## src/rtl/twi_cfg_pkg.sv

```systemverilog
package twi_cfg_pkg;

  typedef enum logic [3:0] {
    S_IDLE, S_ADDR, S_ADDR_ACK, S_CMD, S_CMD_ACK,
    S_WR, S_WR_ACK, S_RD, S_RD_ACK
  } busState_t;

  // strobes from control to datapath, each valid for one clock
  typedef struct packed {
    logic shiftIn;   // sample one received bit
    logic shiftOut;  // advance transmit byte by one bit
    logic loadTx;    // fetch register at pointer into shifter, step pointer
    logic takeCmd;   // latch command byte
    logic commitWr;  // write received byte at pointer, step pointer
    logic stopSeen;  // stop condition on the bus
  } dpStrobe_t;

  function automatic logic [7:0] resetValue(input int idx);
    case (idx)
      1:       return 8'h20;
      2:       return 8'h30;
      3:       return 8'h00;
      4:       return 8'h30;
      5:       return 8'hBF;
      6:       return 8'hF0;
      default: return 8'h00;
    endcase
  endfunction

endpackage

```

## src/rtl/twi_line_sync.sv

```systemverilog
module twi_line_sync #(
  parameter int SYNC_STAGES = 2
) (
  input  logic clk,
  input  logic rstN,
  input  logic sclIn,
  input  logic sdaIn,
  output logic sclRise,
  output logic sclFall,
  output logic startCond,
  output logic stopCond,
  output logic sdaLevel
);
  logic [SYNC_STAGES-1:0] sclPipe, sdaPipe;
  logic sclLast, sdaLast;
  logic sclNow, sdaNow;

  always_ff @(posedge clk) begin
    if (!rstN) begin
      sclPipe <= '1;
      sdaPipe <= '1;
      sclLast <= 1'b1;
      sdaLast <= 1'b1;
    end else begin
      sclPipe <= {sclPipe[SYNC_STAGES-2:0], sclIn};
      sdaPipe <= {sdaPipe[SYNC_STAGES-2:0], sdaIn};
      sclLast <= sclNow;
      sdaLast <= sdaNow;
    end
  end

  assign sclNow    = sclPipe[SYNC_STAGES-1];
  assign sdaNow    = sdaPipe[SYNC_STAGES-1];
  assign sdaLevel  = sdaNow;
  assign sclRise   = sclNow & ~sclLast;
  assign sclFall   = ~sclNow & sclLast;
  // data moving while the clock stays high marks frame boundaries
  assign startCond = sclNow & sclLast & sdaLast & ~sdaNow;
  assign stopCond  = sclNow & sclLast & ~sdaLast & sdaNow;
endmodule

```

## src/rtl/twi_cfg_ctrl.sv

```systemverilog
module twi_cfg_ctrl
  import twi_cfg_pkg::*;
#(
  parameter int DATA_W = 8
) (
  input  logic       clk,
  input  logic       rstN,
  input  logic       sclRise,
  input  logic       sclFall,
  input  logic       startCond,
  input  logic       stopCond,
  input  logic       sdaLevel,
  input  logic       addrHit,
  input  logic       rwBit,
  input  logic       txBit,
  output dpStrobe_t  strobe,
  output logic       pullLow
);
  localparam int CNT_W = $clog2(DATA_W + 1);

  busState_t state;
  logic [CNT_W-1:0] bitCnt;
  logic rwReg, nackReg;
  logic receiving, byteFull;

  assign receiving = (state == S_ADDR) || (state == S_CMD) || (state == S_WR);
  assign byteFull  = (bitCnt == CNT_W'(DATA_W));

  always_ff @(posedge clk) begin
    if (!rstN) begin
      state   <= S_IDLE;
      bitCnt  <= '0;
      rwReg   <= 1'b0;
      nackReg <= 1'b1;
    end else if (startCond) begin
      state  <= S_ADDR;
      bitCnt <= '0;
    end else if (stopCond) begin
      state  <= S_IDLE;
      bitCnt <= '0;
    end else begin
      if (sclRise && (receiving || state == S_RD)) bitCnt <= bitCnt + 1'b1;
      if (sclRise && state == S_RD_ACK) nackReg <= sdaLevel;
      if (sclFall) begin
        case (state)
          S_ADDR: if (byteFull) begin
            bitCnt <= '0;
            rwReg  <= rwBit;
            state  <= addrHit ? S_ADDR_ACK : S_IDLE;
          end
          S_ADDR_ACK: state <= rwReg ? S_RD : S_CMD;
          S_CMD: if (byteFull) begin
            bitCnt <= '0;
            state  <= S_CMD_ACK;
          end
          S_CMD_ACK: state <= S_WR;
          S_WR: if (byteFull) begin
            bitCnt <= '0;
            state  <= S_WR_ACK;
          end
          S_WR_ACK: state <= S_WR;
          S_RD: if (byteFull) begin
            bitCnt <= '0;
            state  <= S_RD_ACK;
          end
          S_RD_ACK: state <= nackReg ? S_IDLE : S_RD;
          default: state <= S_IDLE;
        endcase
      end
    end
  end

  always_comb begin
    strobe          = '0;
    strobe.shiftIn  = sclRise && receiving;
    strobe.shiftOut = sclFall && (state == S_RD) && !byteFull;
    strobe.loadTx   = sclFall && (((state == S_ADDR_ACK) && rwReg) ||
                                  ((state == S_RD_ACK) && !nackReg));
    strobe.takeCmd  = sclFall && (state == S_CMD) && byteFull;
    strobe.commitWr = sclFall && (state == S_WR) && byteFull;
    strobe.stopSeen = stopCond;
  end

  assign pullLow = (state == S_ADDR_ACK) || (state == S_CMD_ACK) ||
                   (state == S_WR_ACK) || ((state == S_RD) && !txBit);
endmodule

```

## src/rtl/twi_cfg_datapath.sv

```systemverilog
module twi_cfg_datapath
  import twi_cfg_pkg::*;
#(
  parameter int DATA_W   = 8,
  parameter int NUM_REGS = 7,
  parameter int SEL_W    = 2,
  parameter logic [DATA_W-2-SEL_W:0] ADDR_PREFIX = 5'b11010,
  parameter logic [DATA_W-1:0] MFR_ID = 8'hC3
) (
  input  logic                       clk,
  input  logic                       rstN,
  input  dpStrobe_t                  strobe,
  input  logic                       sdaLevel,
  input  logic [SEL_W-1:0]           addrSel,
  output logic                       addrHit,
  output logic                       rwBit,
  output logic                       txBit,
  output logic [NUM_REGS*DATA_W-1:0] regBytes,
  output logic                       writeEvent
);
  localparam int PTR_W = DATA_W - 1;

  logic [DATA_W-1:0] shiftReg;
  logic [PTR_W-1:0]  ptr;
  logic              cmdValid, dirty;
  logic [DATA_W-1:0] readByte;
  logic              writable, changed;

  assign addrHit = (shiftReg[DATA_W-1:1] == {ADDR_PREFIX, addrSel});
  assign rwBit   = shiftReg[0];
  assign txBit   = shiftReg[DATA_W-1];

  // register slices: offset 0 fixed, others writable with reset defaults
  for (genvar i = 0; i < NUM_REGS; i++) begin : g_reg
    if (i == 0) begin : g_ro
      assign regBytes[DATA_W-1:0] = MFR_ID;
    end else begin : g_rw
      logic [DATA_W-1:0] regQ;
      always_ff @(posedge clk) begin
        if (!rstN) regQ <= DATA_W'(resetValue(i));
        else if (strobe.commitWr && cmdValid && ptr == PTR_W'(i)) regQ <= shiftReg;
      end
      assign regBytes[i*DATA_W +: DATA_W] = regQ;
    end
  end

  always_comb begin
    readByte = '0;
    for (int i = 0; i < NUM_REGS; i++)
      if (cmdValid && ptr == PTR_W'(i)) readByte = regBytes[i*DATA_W +: DATA_W];
  end

  assign writable = (ptr != '0) && (ptr < PTR_W'(NUM_REGS));
  assign changed  = strobe.commitWr && cmdValid && writable && (readByte != shiftReg);

  always_ff @(posedge clk) begin
    if (!rstN) begin
      shiftReg   <= '0;
      ptr        <= '0;
      cmdValid   <= 1'b0;
      dirty      <= 1'b0;
      writeEvent <= 1'b0;
    end else begin
      writeEvent <= 1'b0;
      if (strobe.shiftIn)  shiftReg <= {shiftReg[DATA_W-2:0], sdaLevel};
      if (strobe.shiftOut) shiftReg <= {shiftReg[DATA_W-2:0], 1'b1};
      if (strobe.loadTx) begin
        shiftReg <= readByte;
        ptr      <= ptr + 1'b1;
      end
      if (strobe.takeCmd) begin
        cmdValid <= shiftReg[DATA_W-1];
        ptr      <= shiftReg[PTR_W-1:0];
      end
      if (strobe.commitWr) ptr <= ptr + 1'b1;
      if (changed) dirty <= 1'b1;
      if (strobe.stopSeen) begin
        writeEvent <= dirty;
        dirty      <= 1'b0;
      end
    end
  end
endmodule

```

## src/rtl/twi_cfg_slave.sv

```systemverilog
module twi_cfg_slave
  import twi_cfg_pkg::*;
#(
  parameter int DATA_W      = 8,
  parameter int NUM_REGS    = 7,
  parameter int SEL_W       = 2,
  parameter int SYNC_STAGES = 2,
  parameter logic [DATA_W-2-SEL_W:0] ADDR_PREFIX = 5'b11010,
  parameter logic [DATA_W-1:0] MFR_ID = 8'hC3
) (
  input  logic                       clk,
  input  logic                       rstN,
  input  logic                       sclIn,
  input  logic                       sdaIn,
  input  logic [SEL_W-1:0]           addrSel,
  output logic                       sdaPullLow,
  output logic [NUM_REGS*DATA_W-1:0] regBytes,
  output logic                       writeEvent
);
  logic sclRise, sclFall, startCond, stopCond, sdaLevel;
  logic addrHit, rwBit, txBit;
  dpStrobe_t strobe;

  twi_line_sync #(.SYNC_STAGES(SYNC_STAGES)) sync_i (
    .clk(clk), .rstN(rstN), .sclIn(sclIn), .sdaIn(sdaIn),
    .sclRise(sclRise), .sclFall(sclFall), .startCond(startCond),
    .stopCond(stopCond), .sdaLevel(sdaLevel)
  );

  twi_cfg_ctrl #(.DATA_W(DATA_W)) ctrl_i (
    .clk(clk), .rstN(rstN), .sclRise(sclRise), .sclFall(sclFall),
    .startCond(startCond), .stopCond(stopCond), .sdaLevel(sdaLevel),
    .addrHit(addrHit), .rwBit(rwBit), .txBit(txBit),
    .strobe(strobe), .pullLow(sdaPullLow)
  );

  twi_cfg_datapath #(
    .DATA_W(DATA_W), .NUM_REGS(NUM_REGS), .SEL_W(SEL_W),
    .ADDR_PREFIX(ADDR_PREFIX), .MFR_ID(MFR_ID)
  ) dp_i (
    .clk(clk), .rstN(rstN), .strobe(strobe), .sdaLevel(sdaLevel),
    .addrSel(addrSel), .addrHit(addrHit), .rwBit(rwBit), .txBit(txBit),
    .regBytes(regBytes), .writeEvent(writeEvent)
  );
endmodule

```

## config.mk

```make
export PLATFORM = sky130hd
export DESIGN_NAME = twi_cfg_slave
export DESIGN_NICKNAME = d
export VERILOG_FILES = /design/src/rtl/twi_cfg_pkg.sv /design/src/rtl/twi_line_sync.sv /design/src/rtl/twi_cfg_ctrl.sv /design/src/rtl/twi_cfg_datapath.sv /design/src/rtl/twi_cfg_slave.sv
export SDC_FILE = /design/constraint.sdc
export NUM_CORES = 1
export LEC_CHECK = 0
export BUFFER_PORTS_ARGS = -buffer_cell sky130_fd_sc_hd__buf_2
export CORE_MARGIN = 1.5
export CORE_UTILIZATION = 50
export CTS_BUF_LIST = sky130_fd_sc_hd__clkbuf_4
export DETAILED_ROUTE_END_ITERATION = 7
export PLACE_DENSITY = 0.82
export SLEW_MARGIN = 40
export SYNTH_ARGS = -nofsm -noshare
export SYNTH_HDL_FRONTEND = slang
export SYNTH_SLANG_ARGS = --single-unit
```

## constraint.sdc

```tcl
create_clock -name clk -period 3.5 [get_ports clk]
set_input_delay 0 -clock clk [delete_from_list [all_inputs] [get_ports clk]]
set_output_delay 0 -clock clk [all_outputs]
set_load 0.02 [all_outputs]
```

# [After elaboration in Yosys (flattened, before gate mapping)]
# Index checks and enable logic that the tools add are counted.
[totals] ff_bits=82 input_bits=6 out_inout_bits=58 wordCells=144
[op_classes] add_sub_neg=2 magnitude_cmp=1 n_eq_ne=25 n_mux=28 n_bitwise=14 reduce_logical=54
[ops] operator="2-to-1 mux 8 bit" count=10
[ops] operator="2-to-1 mux 4 bit" count=8
[ops] operator="logical AND 1 bit" count=30
[ops] operator="one-hot mux 4 bit (7 select lines)" count=1
[ops] operator="== test 7 x 3 -> 1 bit, second input constant" count=3
[ops] operator="2-to-1 mux 7 bit" count=3
[ops] operator="== test 4 x 3 -> 1 bit, second input constant" count=4
[ops] operator="inequality test 4 x 1 -> 1 bit, second input constant" count=4
[ops] operator="AND reduction 5 bit" count=3
[ops] operator="== test 7 x 2 -> 1 bit, second input constant" count=2
[ops] operator="nonzero test 3 bit" count=3
[ops] operator="== test 4 x 2 -> 1 bit, second input constant" count=2
[ops] operator="== test 4 bit, second input constant" count=2
[ops] operator="inequality test 2 x 1 -> 1 bit, second input constant" count=4
[ops] operator="inequality test 8 bit" count=1
[ops] operator="adder 7 x 1 -> 7 bit, second input constant" count=1
[ops] operator="AND 1 bit" count=7
[ops] operator="== test 7 x 1 -> 1 bit, second input constant" count=1
[ops] operator="== test 7 bit" count=1
[ops] operator="zero test 7 bit" count=1
[ops] operator="logical OR 1 bit" count=7
[ops] operator="less-than comparator 7 x 3 -> 1 bit, second input constant" count=1
[ops] operator="inverter 1 bit" count=7
[ops] operator="nonzero test 7 bit" count=1
[ops] operator="other kinds (11)" count=17

# [Depth between registers and ports, before layout]
# Gate-level depths: netlist (run 1).
[depth] ltp_word=11 mapped_depth=11 depth_no_buf=9

# [Modules after synthesis]
# From an unflattened synthesis (run 1), not the netlist that was laid out.
[hier_totals] cells_unflattened=561 hier_area_um2=4486.8
[modules_own_cells] module="twi_cfg_datapath" n_inst=1 cells_per_inst=449 area_each_um2=3594.7 seq_area_each_um2=1321.3
[modules_own_cells] module="twi_cfg_ctrl" n_inst=1 cells_per_inst=96 area_each_um2=701.9 seq_area_each_um2=200.2
[modules_own_cells] module="twi_line_sync" n_inst=1 cells_per_inst=16 area_each_um2=190.2 seq_area_each_um2=120.1

# [Least setup slack after synthesis (run 1)]
# No wires, ideal clock.
[synth_timing] path_type="register to register" from="register dp_i.ptr[1]" to="register dp_i.dirty" setup_time_ns=0.131 t_arrival_ns=2.028 required_time_ns=3.369 setup_slack_ns=1.341 path_stages_with_launch=11 path_buffers=1 period_less_slack_ns=2.159 path_cell_list="dfxtp_1 inv_1 ha_1 clkbuf_1 nor2_1 a2111oi_0 o21ai_0 a21oi_1 xor2_1 nor4_1 a31oi_1"
[synth_via] elab_chain_cells=11 elab_cells_between_ends=27 cone_classes="order compare: 1; eq/ne: 7; mux: 7; reduce/logical: 12"
[synth_lines] item="start, declared" line="twi_cfg_datapath.sv:24" text="logic [PTR_W-1:0] ptr;"
[synth_lines] item="start signal, assigned" line="twi_cfg_datapath.sv:69" text="ptr <= ptr + 1'b1;"
[synth_lines] item="start signal, assigned" line="twi_cfg_datapath.sv:73" text="ptr <= shiftReg[PTR_W-1:0];"
[synth_lines] item="start signal, assigned" line="twi_cfg_datapath.sv:75" text="if (strobe.commitWr) ptr <= ptr + 1'b1;"
[synth_lines] item="zero test 7 bit" line="twi_cfg_datapath.sv:50" text="if (cmdValid && ptr == PTR_W'(i)) readByte = regBytes[i*DATA_W +: DATA_W];"
[synth_lines] item="logical AND 1 bit" line="twi_cfg_datapath.sv:50"
[synth_lines] item="2-to-1 mux 8 bit (7 in series)" line="twi_cfg_datapath.sv:50"
[synth_lines] item="inequality test 8 bit" line="twi_cfg_datapath.sv:54" text="assign changed = strobe.commitWr && cmdValid && writable && (readByte != shiftReg);"
[synth_lines] item="logical AND 1 bit *" line="twi_cfg_datapath.sv:54"
[synth_lines] item="end signal, assigned" line="twi_cfg_datapath.sv:61" text="dirty <= 1'b0;"
[synth_lines] item="end signal, assigned" line="twi_cfg_datapath.sv:76" text="if (changed) dirty <= 1'b1;"
[synth_lines] item="end signal, assigned" line="twi_cfg_datapath.sv:79" text="dirty <= 1'b0;"
[synth_lines] item="end, declared" line="twi_cfg_datapath.sv:25" text="logic cmdValid, dirty;"
# Every way passes the cells marked *; elsewhere a longest branch is shown, timed or not.
# A chain may end at the register's enable or synchronous reset.

# [Worst setup path in the final report (run 1)]
# Same ends and word-level chain as after synthesis.

==> results of run 1 <==
==> sequential cells by signal, summed over array words and instances, names as in the netlist <==
register,cells
dp_i.g.g_rw.regQ,48
dp_i.shiftReg,8
dp_i.ptr,7
ctrl_i.bitCnt,4
ctrl_i.state,4
sync_i.sclPipe,2
sync_i.sdaPipe,2
ctrl_i.nackReg,1
ctrl_i.rwReg,1
dp_i.cmdValid,1
dp_i.dirty,1
dp_i.writeEvent,1
sync_i.sclLast,1
sync_i.sdaLast,1
==> through the flow <==
step	hold slack [ns]	setup slack [ns]	total power, mW
2_1_floorplan	0.1015	1.341	1.027
3_3_place_gp	0.1785	0.9455	1.033
3_5_place_dp	0.1859	0.7947	1.034
4_1_cts	0.07428	0.7458	1.606
5_1_grt	0.1036	0.5735	1.649
6_report	0.07984	0.6947	1.603
==> worst min-delay path by stage <==
stage / slack (ns) / start / to / cells after the start
after floorplan: 0.10 / sclIn / sync_i.sclPipe[0] / 1
after global placement: 0.18 / sclIn / sync_i.sclPipe[0] / 2
after detailed placement: 0.19 / sdaIn / sync_i.sdaPipe[0] / 2
after CTS: 0.07 / addrSel[0] / ctrl_i.state[1] / 6
after global routing: 0.10 / addrSel[0] / ctrl_i.state[1] / 6
final: 0.08 / addrSel[0] / ctrl_i.state[1] / 6
==> critical path: stages (launching register included) <==
cell	delay, ns
dfxtp_1	0.37
inv_1	0.11
ha_1	0.66
nor3_1	0.18
o31ai_1	0.45
o21ai_4	0.12
a311o_1	0.38
nor4_1	0.28
a31oi_1	0.13
==> power by group <==
group / internal, mW / total [mW] / switching, mW
registers: 0.939 / 0.952 / 0.0131
clock network: 0.223 / 0.586 / 0.364
logic: 0.0241 / 0.0648 / 0.0407
==> cell type report <==
type,count,area [µm²],area share
sequential,82,1642,0.3399
multi-input combinational,413,2516,0.5210
clock buffer,9,67.56,0.01399
inverter,16,60.06,0.01244
clock inverter,7,76.32,0.01580
timing repair buffer,62,332.8,0.06891
tap,108,135.1,0.02798
==> repair_timing <==
item / in CTS / in global routing
hold buffers: 2 / 0
setup buffers: 0 / 0
endpoints found under the hold margin: 2 / 0
setup endpoints to repair: 0 / 0
==> synth_stat cells (8+ instances only) <==
| cell | instances | area [µm²] |
|---|---|---|
| nor2_1 | 32 | 120.1 |
| buf_4 | 9 | 67.56 |
| clkbuf_1 | 24 | 90.09 |
| o21ai_0 | 24 | 120.1 |
| a21oi_1 | 23 | 115.1 |
| o211ai_1 | 10 | 75.07 |
| mux2i_1 | 19 | 190.2 |
| a31oi_1 | 8 | 50.05 |
| nand2_1 | 103 | 386.6 |
| nor3_1 | 8 | 40.04 |
| xnor2_1 | 9 | 78.83 |
| dfxtp_1 | 82 | 1642 |
| nand2b_1 | 8 | 50.05 |
| a21boi_0 | 17 | 127.6 |
| nor2b_1 | 24 | 150.1 |
| inv_1 | 15 | 56.30 |
| nand3_1 | 20 | 100.1 |
==> layer usage <==
metal	part of all wire	vias up	global-route usage
met4	0.033	0	0.1198
met1	0.41	1945	0.3324
met3	0.080	41	0.04796
met5	0	-	0
li1	-	1964	-
met2	0.47	235	0.4199
==> cells by family after synthesis <==
| kind of cell | after synthesis | synth area share |
|---|---|---|
| buf+inv | 63 | 0.07862 |
| xor+xnor | 15 | 0.02927 |
| flops | 82 | 0.3658 |
| compound gates | 128 | 0.1977 |
| mux | 19 | 0.04237 |
| fa+ha+maj | 6 | 0.01673 |
| other cells | 2 | 0.001673 |
| simple gates | 237 | 0.2679 |
==> metrics.md, run 1 <==
| Metric | Value |
|---|---|
| DR pass1 iterations | `6` |
| Worst-path clk slew | `0.14 ns` |
| Final hold violations | `0` |
| Seq cells post-synth | `82` |
| Unrepaired setup endpoints after global routing | `no` |
| Crit Reg-Reg Endpoint | `dp_i.dirty` |
| PwrDens | `332.0 nW/µm²` |
| Total routed wirelength | `12350 µm` |
| Die Height | `97.74 µm` |
| Initial antenna violation count | `0` |
| HP Class | `input pin to register` |
| Most used DFF post-synth | `dfxtp_1` |
| Clk buf depth | `2` |
| Post-route ant nets | `0` |
| Commonest non-fill, non-tap cell in the layout | `nand2_1` |
| GRT Util Overall | `0.2578` |
| FF-to-FF Start | `dp_i.ptr[1]` |
| Placed cell count | `679` |
| FFs w/ async S/R, synth | `0` |
| P_leak | `1.995 nW` |
| # rows | `34` |
| CP endpoint kind | `register` |
| Die area | `9553 µm²` |
| Syn Area/Cell | `8.131 µm²` |
| CTS tree | `built` |
| Post-placement cell area | `4666 µm²` |
| Post-Syn Instances | `552` |
| Setup TNS | `0 ns` |
| Synthesized area | `4488 µm²` |
| Grt ovf | `0` |
| Vias in the first global route | `3812` |
| EDFF count, synth | `0` |
| I/O Buffers | `55` |
| Fin crit share | `0.8015` |
| # DRC | `0` |
| Clk_skew | `0.02233 ns` |
| Pin count of the biggest net entering global routing | `77` |
| Core Util, Final | `0.5538` |
| N_diodes | `0` |
| CP Launch Point | `dp_i.ptr[1]` |
| Yosys warns | `0` |
| Core area | `8721 µm²` |
| Area delta synth->final | `7.611%` |
| WL/cell | `17.71 µm` |
| Die width | `97.74 µm` |
| Final nets | `596` |
| Worst setup SP type | `register` |
| CTS Root Cell | `clkbuf_4` |
| Crit path required time | `3.82 ns` |
| Critical Path Sink | `dp_i.dirty` |
| DRC violation total after the first TritonRoute iteration | `396` |
| First-pass GRT wire length | `19580 µm` |
| Via count | `4185` |
| F_max | `356.5 MHz` |
| Post-route design area | `4830 µm²` |
| IO Pins | `64` |
| Synth unique cells | `73` |
| # H-tree levels | `3` |
| # Max-Cap Violations | `0` |
| Worst-case reg-to-reg path depth | `8` |
| DP HPWL | `8421 µm` |
| Least-Margin Pin Slew | `0.7588 ns` |
| Final setup viols | `0` |
| Worst path arrival time | `3.13 ns` |
| Relative slew slack | `0.4942` |
| Fillers | `789` |
| Clk_lat worst skew | `0.46 ns` |
| R2r setup slk | `0.69 ns` |
| Max VDD drop | `299.6 µV` |
| Starting density of the core | `0.5146` |
| CTS Buf Count | `9` |
| Final non-filler cell total | `697` |
| Crit-path max FO | `24` |
| Most frequent cells in the layout | `103 x nand2_1, 82 x dfxtp_1, 55 x buf_2` |
| Vias per cell | `6.004` |
| Setup CP Type | `register to register` |
| Share of layout cells above drive strength 1 | `0.1528` |
| Register area share after synthesis | `0.3658` |
| Max Slew Vio Count | `0` |
| CTS Sinks | `82` |
| Tmin final | `2.805 ns` |
| Placer congestion estimate | `0.9477` |
| # resized after CTS | `0` |
| Status | `completed` |
(Power assumes the default switching activity.)
==> inputs of run 2 (changes only) <==
==> constraint.sdc (replaced) <==
create_clock -name clk -period 2.8 [get_ports clk]
set_input_delay 0 -clock clk [delete_from_list [all_inputs] [get_ports clk]]
set_output_delay 0 -clock clk [all_outputs]
set_load 0.02 [all_outputs]
==> metrics.md, run 2 (synthesis results as in run 1) <==
| Metric | Value |
|---|---|
| N_diodes | `0` |
| Vias in the first global route | `3912` |
| Unrepaired setup endpoints after global routing | `no` |
| Largest reg by FF count | `dp_i.g.g_rw.regQ` |
| Final setup viols | `0` |
| Final nets | `604` |
| Worst path most repeated cell | `a31oi_1` |
| Status | `completed` |
| Least-Margin Pin Slew | `0.6070 ns` |
| Internal Power | `1.405 mW` |
| First-pass GRT wire length | `19610 µm` |
| I/O Buffers | `55` |
| # Max-Cap Violations | `0` |
| DR pass1 iterations | `5` |
| Crit-path max FO | `13` |
| Clock share of power | `0.346` |
| Psw | `0.5429 mW` |
| Final hold violations | `0` |
| CP endpoint kind | `register` |
| Max Slew Vio Count | `0` |
| Hold_sp | `addrSel[0]` |
| Worst hold slack | `0.1113 ns` |
| Worst setup SP type | `register` |
| Commonest non-fill, non-tap cell in the layout | `nand2_1` |
| R2r setup slk | `0.23 ns` |
| Tmin final | `2.570 ns` |
| CTS Buf Count | `9` |
| P_leak | `2.029 nW` |
| Core area | `8721 µm²` |
| CTS tree | `built` |
| Setup TNS | `0 ns` |
| CTS Sinks | `82` |
| DP HPWL | `8653 µm` |
| Worst-case reg-to-reg path depth | `10` |
| Most frequent cells in the layout | `103 x nand2_1, 82 x dfxtp_1, 55 x buf_2` |
| # H-tree levels | `3` |
| Top cell family by delay on the critical path | `compound AO/OA/AOI/OAI gates` |
| Total routed wirelength | `12210 µm` |
| CTS Root Cell | `clkbuf_4` |
| Die area | `9553 µm²` |
| Crit Reg-Reg Endpoint | `dp_i.dirty` |
| Die Height | `97.74 µm` |
| Hold Path Depth | `6` |
| Clk_skew | `0.01494 ns` |
| Vias per cell | `6.010` |
| Via count | `4237` |
| Initial antenna violation count | `0` |
| Combinational power share | `0.043` |
| Clk buf depth | `2` |
| Share of layout cells above drive strength 1 | `0.1658` |
| Grt ovf | `0` |
| FF-to-FF Start | `dp_i.ptr[0]` |
| Clk_lat worst skew | `0.45 ns` |
| Fin crit share | `0.9180` |
| Placer congestion estimate | `0.9603` |
| IO Pins | `64` |
| Biggest regs | `dp_i.g.g_rw.regQ x48, dp_i.shiftReg x8, dp_i.ptr x7` |
| Sequential cell fraction of total power | `0.611` |
| Area delta synth->final | `8.726%` |
| CP bufs+invs | `2` |
| Hold Path End | `ctrl_i.state[1]` |
| CP Cell Sequence | `inv_1 > ha_1 > buf_4 > a21o_1 > a31oi_1 > a2111oi_0 > a31oi_1 > xnor2_1 > nor3_1 > a31oi_1` |
| DRC violation total after the first TritonRoute iteration | `315` |
| Worst path arrival time | `2.92 ns` |
| Worst stage delay on the critical path | `0.56 ns` |
| Worst-path clk slew | `0.14 ns` |
| PwrDens | `399.1 nW/µm²` |
| Critical Path Slowest Stage Cell | `a2111oi_0` |
| HP Class | `input pin to register` |
| Sw Ratio | `0.2787` |
| F_max | `389.1 MHz` |
| Max VDD drop | `272.5 µV` |
| Die width | `97.74 µm` |
| Starting density of the core | `0.5146` |
| # DRC | `0` |
| Crit path required time | `3.15 ns` |
| GRT Util Overall | `0.2556` |
| WL/cell | `17.31 µm` |
| Setup CP Type | `register to register` |
| Pin count of the biggest net entering global routing | `42` |
| Post-route ant nets | `0` |
| Max FFs per register | `48` |
| # rows | `34` |
| Relative slew slack | `0.5848` |
-- run 2: changes by cell type in the layout (fill, tap and decap cells not counted), sizes merged --
cell,delta
inv,+1
dlygate4sd3,+1
bufinv,-1
buf,+7
-- run 2: worst max-delay path by stage --
stage	start	slack (ns)	depth (start not counted)	to
after floorplan	dp_i.ptr[1]	0.64	10	dp_i.dirty
after global placement	dp_i.ptr[1]	0.35	10	dp_i.dirty
after detailed placement	dp_i.ptr[0]	0.29	10	dp_i.dirty
after CTS	dp_i.ptr[1]	0.27	10	dp_i.dirty
after global routing	dp_i.ptr[0]	0.04	10	dp_i.dirty
final	dp_i.ptr[0]	0.23	10	dp_i.dirty
-- run 2: timing repair --
| action | in CTS | in global routing |
|---|---|---|
| setup buffers | 0 | 0 |
| resized for setup | 0 | 1 |
| setup endpoints to repair | 0 | 1 |
| hold buffers | 3 | 0 |
| hold endpoints to repair | 4 | 0 |
-- run 2: power by group through the flow --
stage / clock, mW / combinational [mW] / sequential (mW)
after floorplan: 0 / 0.0804 / 1.20
after global placement: 0 / 0.0763 / 1.21
after detailed placement: 0 / 0.0792 / 1.21
after CTS: 0.681 / 0.0823 / 1.19
after global routing: 0.721 / 0.0917 / 1.19
final: 0.674 / 0.0832 / 1.19
-- run 2: stage by stage --
step | util | setup slack (ns) | area [µm²] | power (mW) | instances
after floorplan | - | 0.6413 | 4511 | 1.284 | 558
after global placement | 0.5410 | 0.3520 | 4718 | 1.290 | 686
after detailed placement | 0.5410 | 0.2851 | 4718 | 1.294 | 686
after CTS | 0.5593 | 0.2657 | 4877 | 1.953 | 705
after global routing | 0.5595 | 0.03506 | 4880 | 2.005 | 705
final | 0.5595 | 0.2297 | 4880 | 1.948 | 705
-- run 2: layer usage --
| metal | vias to the layer above | wire length (µm) | global-route usage |
|---|---|---|---|
| met5 | - | 0 | 0 |
| met4 | 0 | 560 | 0.1385 |
| met3 | 43 | 1006 | 0.05583 |
| met2 | 230 | 5687 | 0.4167 |
| met1 | 1974 | 4952 | 0.3157 |
| li1 | 1990 | - | - |
-- run 2: worst reg2reg max path, cell delays in order, from the launching register on --
cell and delay (ns):
dfxtp_1 0.38, inv_1 0.13, ha_1 0.44, buf_4 0.23, a21o_1 0.12, a31oi_1 0.04
a2111oi_0 0.56, a31oi_1 0.13, xnor2_1 0.17, nor3_1 0.17, a31oi_1 0.10
-- run 2: cell type report --
class,count,area (µm²)
fill,762,3841
multi-input combinational,413,2519
sequential,82,1642
timing repair buffer,70,395.4
tap,108,135.1
clock buffer,9,67.56
clock inverter,7,61.31
inverter,16,60.06
==> inputs of run 3 (changes only) <==
==> constraint.sdc (replaced) <==
create_clock -name clk -period 2.7 [get_ports clk]
set_input_delay 0 -clock clk [delete_from_list [all_inputs] [get_ports clk]]
set_output_delay 0 -clock clk [all_outputs]
set_load 0.02 [all_outputs]
==> metrics.md, run 3 (synthesis results as in run 1) <==
| Metric | Value |
|---|---|
| Worst setup SP type | `register` |
| Hold Path End | `ctrl_i.state[1]` |
| CTS Buf Count | `9` |
| CTS Root Cell | `clkbuf_4` |
| Max FFs per register | `48` |
| Post-route ant nets | `0` |
| Unrepaired setup endpoints after global routing | `no` |
| I/O Buffers | `55` |
| Hold Path Depth | `6` |
| # H-tree levels | `3` |
| Core area | `8721 µm²` |
| Fillers | `784` |
| Crit Reg-Reg Endpoint | `dp_i.dirty` |
| CP endpoint kind | `register` |
| Commonest non-fill, non-tap cell in the layout | `nand2_1` |
| CP Launch Point | `dp_i.ptr[0]` |
| Placed cell count | `692` |
| FF+latch area | `1642 µm²` |
| DR pass1 iterations | `6` |
| Footprint of the multi-input gates | `2524 µm²` |
| CTS Sinks | `82` |
| IO Pins | `64` |
| Vias in the first global route | `3979` |
| Die width | `97.74 µm` |
| Setup CP Type | `register to register` |
| Starting density of the core | `0.5146` |
| Post-placement cell area | `4763 µm²` |
| FF-to-FF Start | `dp_i.ptr[0]` |
| Largest reg by FF count | `dp_i.g.g_rw.regQ` |
| DP HPWL | `8682 µm` |
| Fin crit share | `0.9045` |
| Hold_sp | `addrSel[0]` |
| R2r setup slk | `0.26 ns` |
| Tot Pwr | `2.093 mW` |
| Clk_skew | `0.01442 ns` |
| PwrDens | `422.9 nW/µm²` |
| # DRC | `0` |
| Gr busiest metal | `met2` |
| Post-route design area | `4950 µm²` |
| Worst hold slack | `0.1111 ns` |
| Placer congestion estimate | `0.9628` |
| Grt ovf | `0` |
| F_max | `409.5 MHz` |
| Setup TNS | `0 ns` |
| Final nets | `610` |
| GRT Util Overall | `0.2564` |
| Setup WS post-layout | `0.2578 ns` |
| Initial antenna violation count | `0` |
| Relative slew slack | `0.5566` |
| Final hold violations | `0` |
| HP Class | `input pin to register` |
| # rows | `34` |
| Core Util, Final | `0.5676` |
| Total routed wirelength | `12360 µm` |
| Via count | `4238` |
| Biggest regs | `dp_i.g.g_rw.regQ x48, dp_i.shiftReg x8, dp_i.ptr x7` |
| Crit path required time | `3.02 ns` |
| Worst-path clk slew | `0.14 ns` |
| M3 GR Usage | `0.05011` |
| # Max-Cap Violations | `0` |
| Setup Buffers After CTS | `0` |
| Tmin final | `2.442 ns` |
| Clk_lat worst skew | `0.43 ns` |
| First-pass GRT wire length | `19760 µm` |
| DRC violation total after the first TritonRoute iteration | `361` |
| Worst path arrival time | `2.76 ns` |
| Worst-case reg-to-reg path depth | `9` |
| Status | `completed` |
| Met2 Use GR | `0.4087` |
| Crit-path max FO | `19` |
| Least-Margin Pin Slew | `0.6483 ns` |
| Area delta synth->final | `10.29%` |
| Most frequent cells in the layout | `103 x nand2_1, 82 x dfxtp_1, 55 x buf_2` |
| P_leak | `2.073 nW` |
| Die Height | `97.74 µm` |
| Share of layout cells above drive strength 1 | `0.1774` |
| N_diodes | `0` |
| Max Slew Vio Count | `0` |
| Final setup viols | `0` |
| Vias per cell | `5.961` |
| Clk buf depth | `2` |
| Final non-filler cell total | `711` |
| Place WS | `0.1683 ns` |
| CTS tree | `built` |
| WL/cell | `17.38 µm` |
| Max VDD drop | `344.7 µV` |
| Die area | `9553 µm²` |
| Pin count of the biggest net entering global routing | `44` |
| Met1 GRT Util | `0.3296` |
[run 3: worst max-delay path, stage by stage, from the launching register on]
cell and delay (ns):
dfxtp_1 0.44, inv_1 0.12, ha_2 0.32, buf_4 0.22
a2111oi_0 0.33, o21ai_0 0.14, a21oi_1 0.26, xor2_1 0.10
nor4_1 0.27, a31oi_1 0.11
[run 3: power by group]
| part | internal (mW) | total [mW] | switching, mW |
|---|---|---|---|
| registers | 1.22 | 1.23 | 0.0131 |
| clock network | 0.299 | 0.770 | 0.471 |
| logic | 0.0344 | 0.0924 | 0.0580 |
[run 3: worst max-delay path by stage]
stage          slack [ns]         end  cells past startpoint
6_report             0.26  dp_i.dirty                      9
5_1_grt              0.09  dp_i.dirty                     10
4_1_cts              0.15  dp_i.dirty                      8
3_5_place_dp         0.17  dp_i.dirty                      8
3_3_place_gp         0.27  dp_i.dirty                      8
2_1_floorplan        0.54  dp_i.dirty                     10
[run 3: timing repair]
item,CTS,global route
resized for setup,0,3
endpoints found under the setup margin,0,1
hold endpoints to repair,4,0
hold buffers,3,0
[run 3: final cells by class]
class | count | area share
multi-input combinational | 413 | 0.5099
sequential | 82 | 0.3316
timing repair buffer | 76 | 0.08898
tap | 108 | 0.02730
clock inverter | 7 | 0.01643
clock buffer | 9 | 0.01365
inverter | 16 | 0.01213
[run 3: per-layer routing]
| layer | wire length, µm | part of all wire | vias up |
|---|---|---|---|
| li1 | - | - | 2000 |
| met1 | 5001 | 0.40 | 1971 |
| met2 | 5857 | 0.47 | 224 |
| met3 | 995 | 0.081 | 43 |
| met4 | 500 | 0.040 | 0 |
| met5 | 0 | 0 | - |
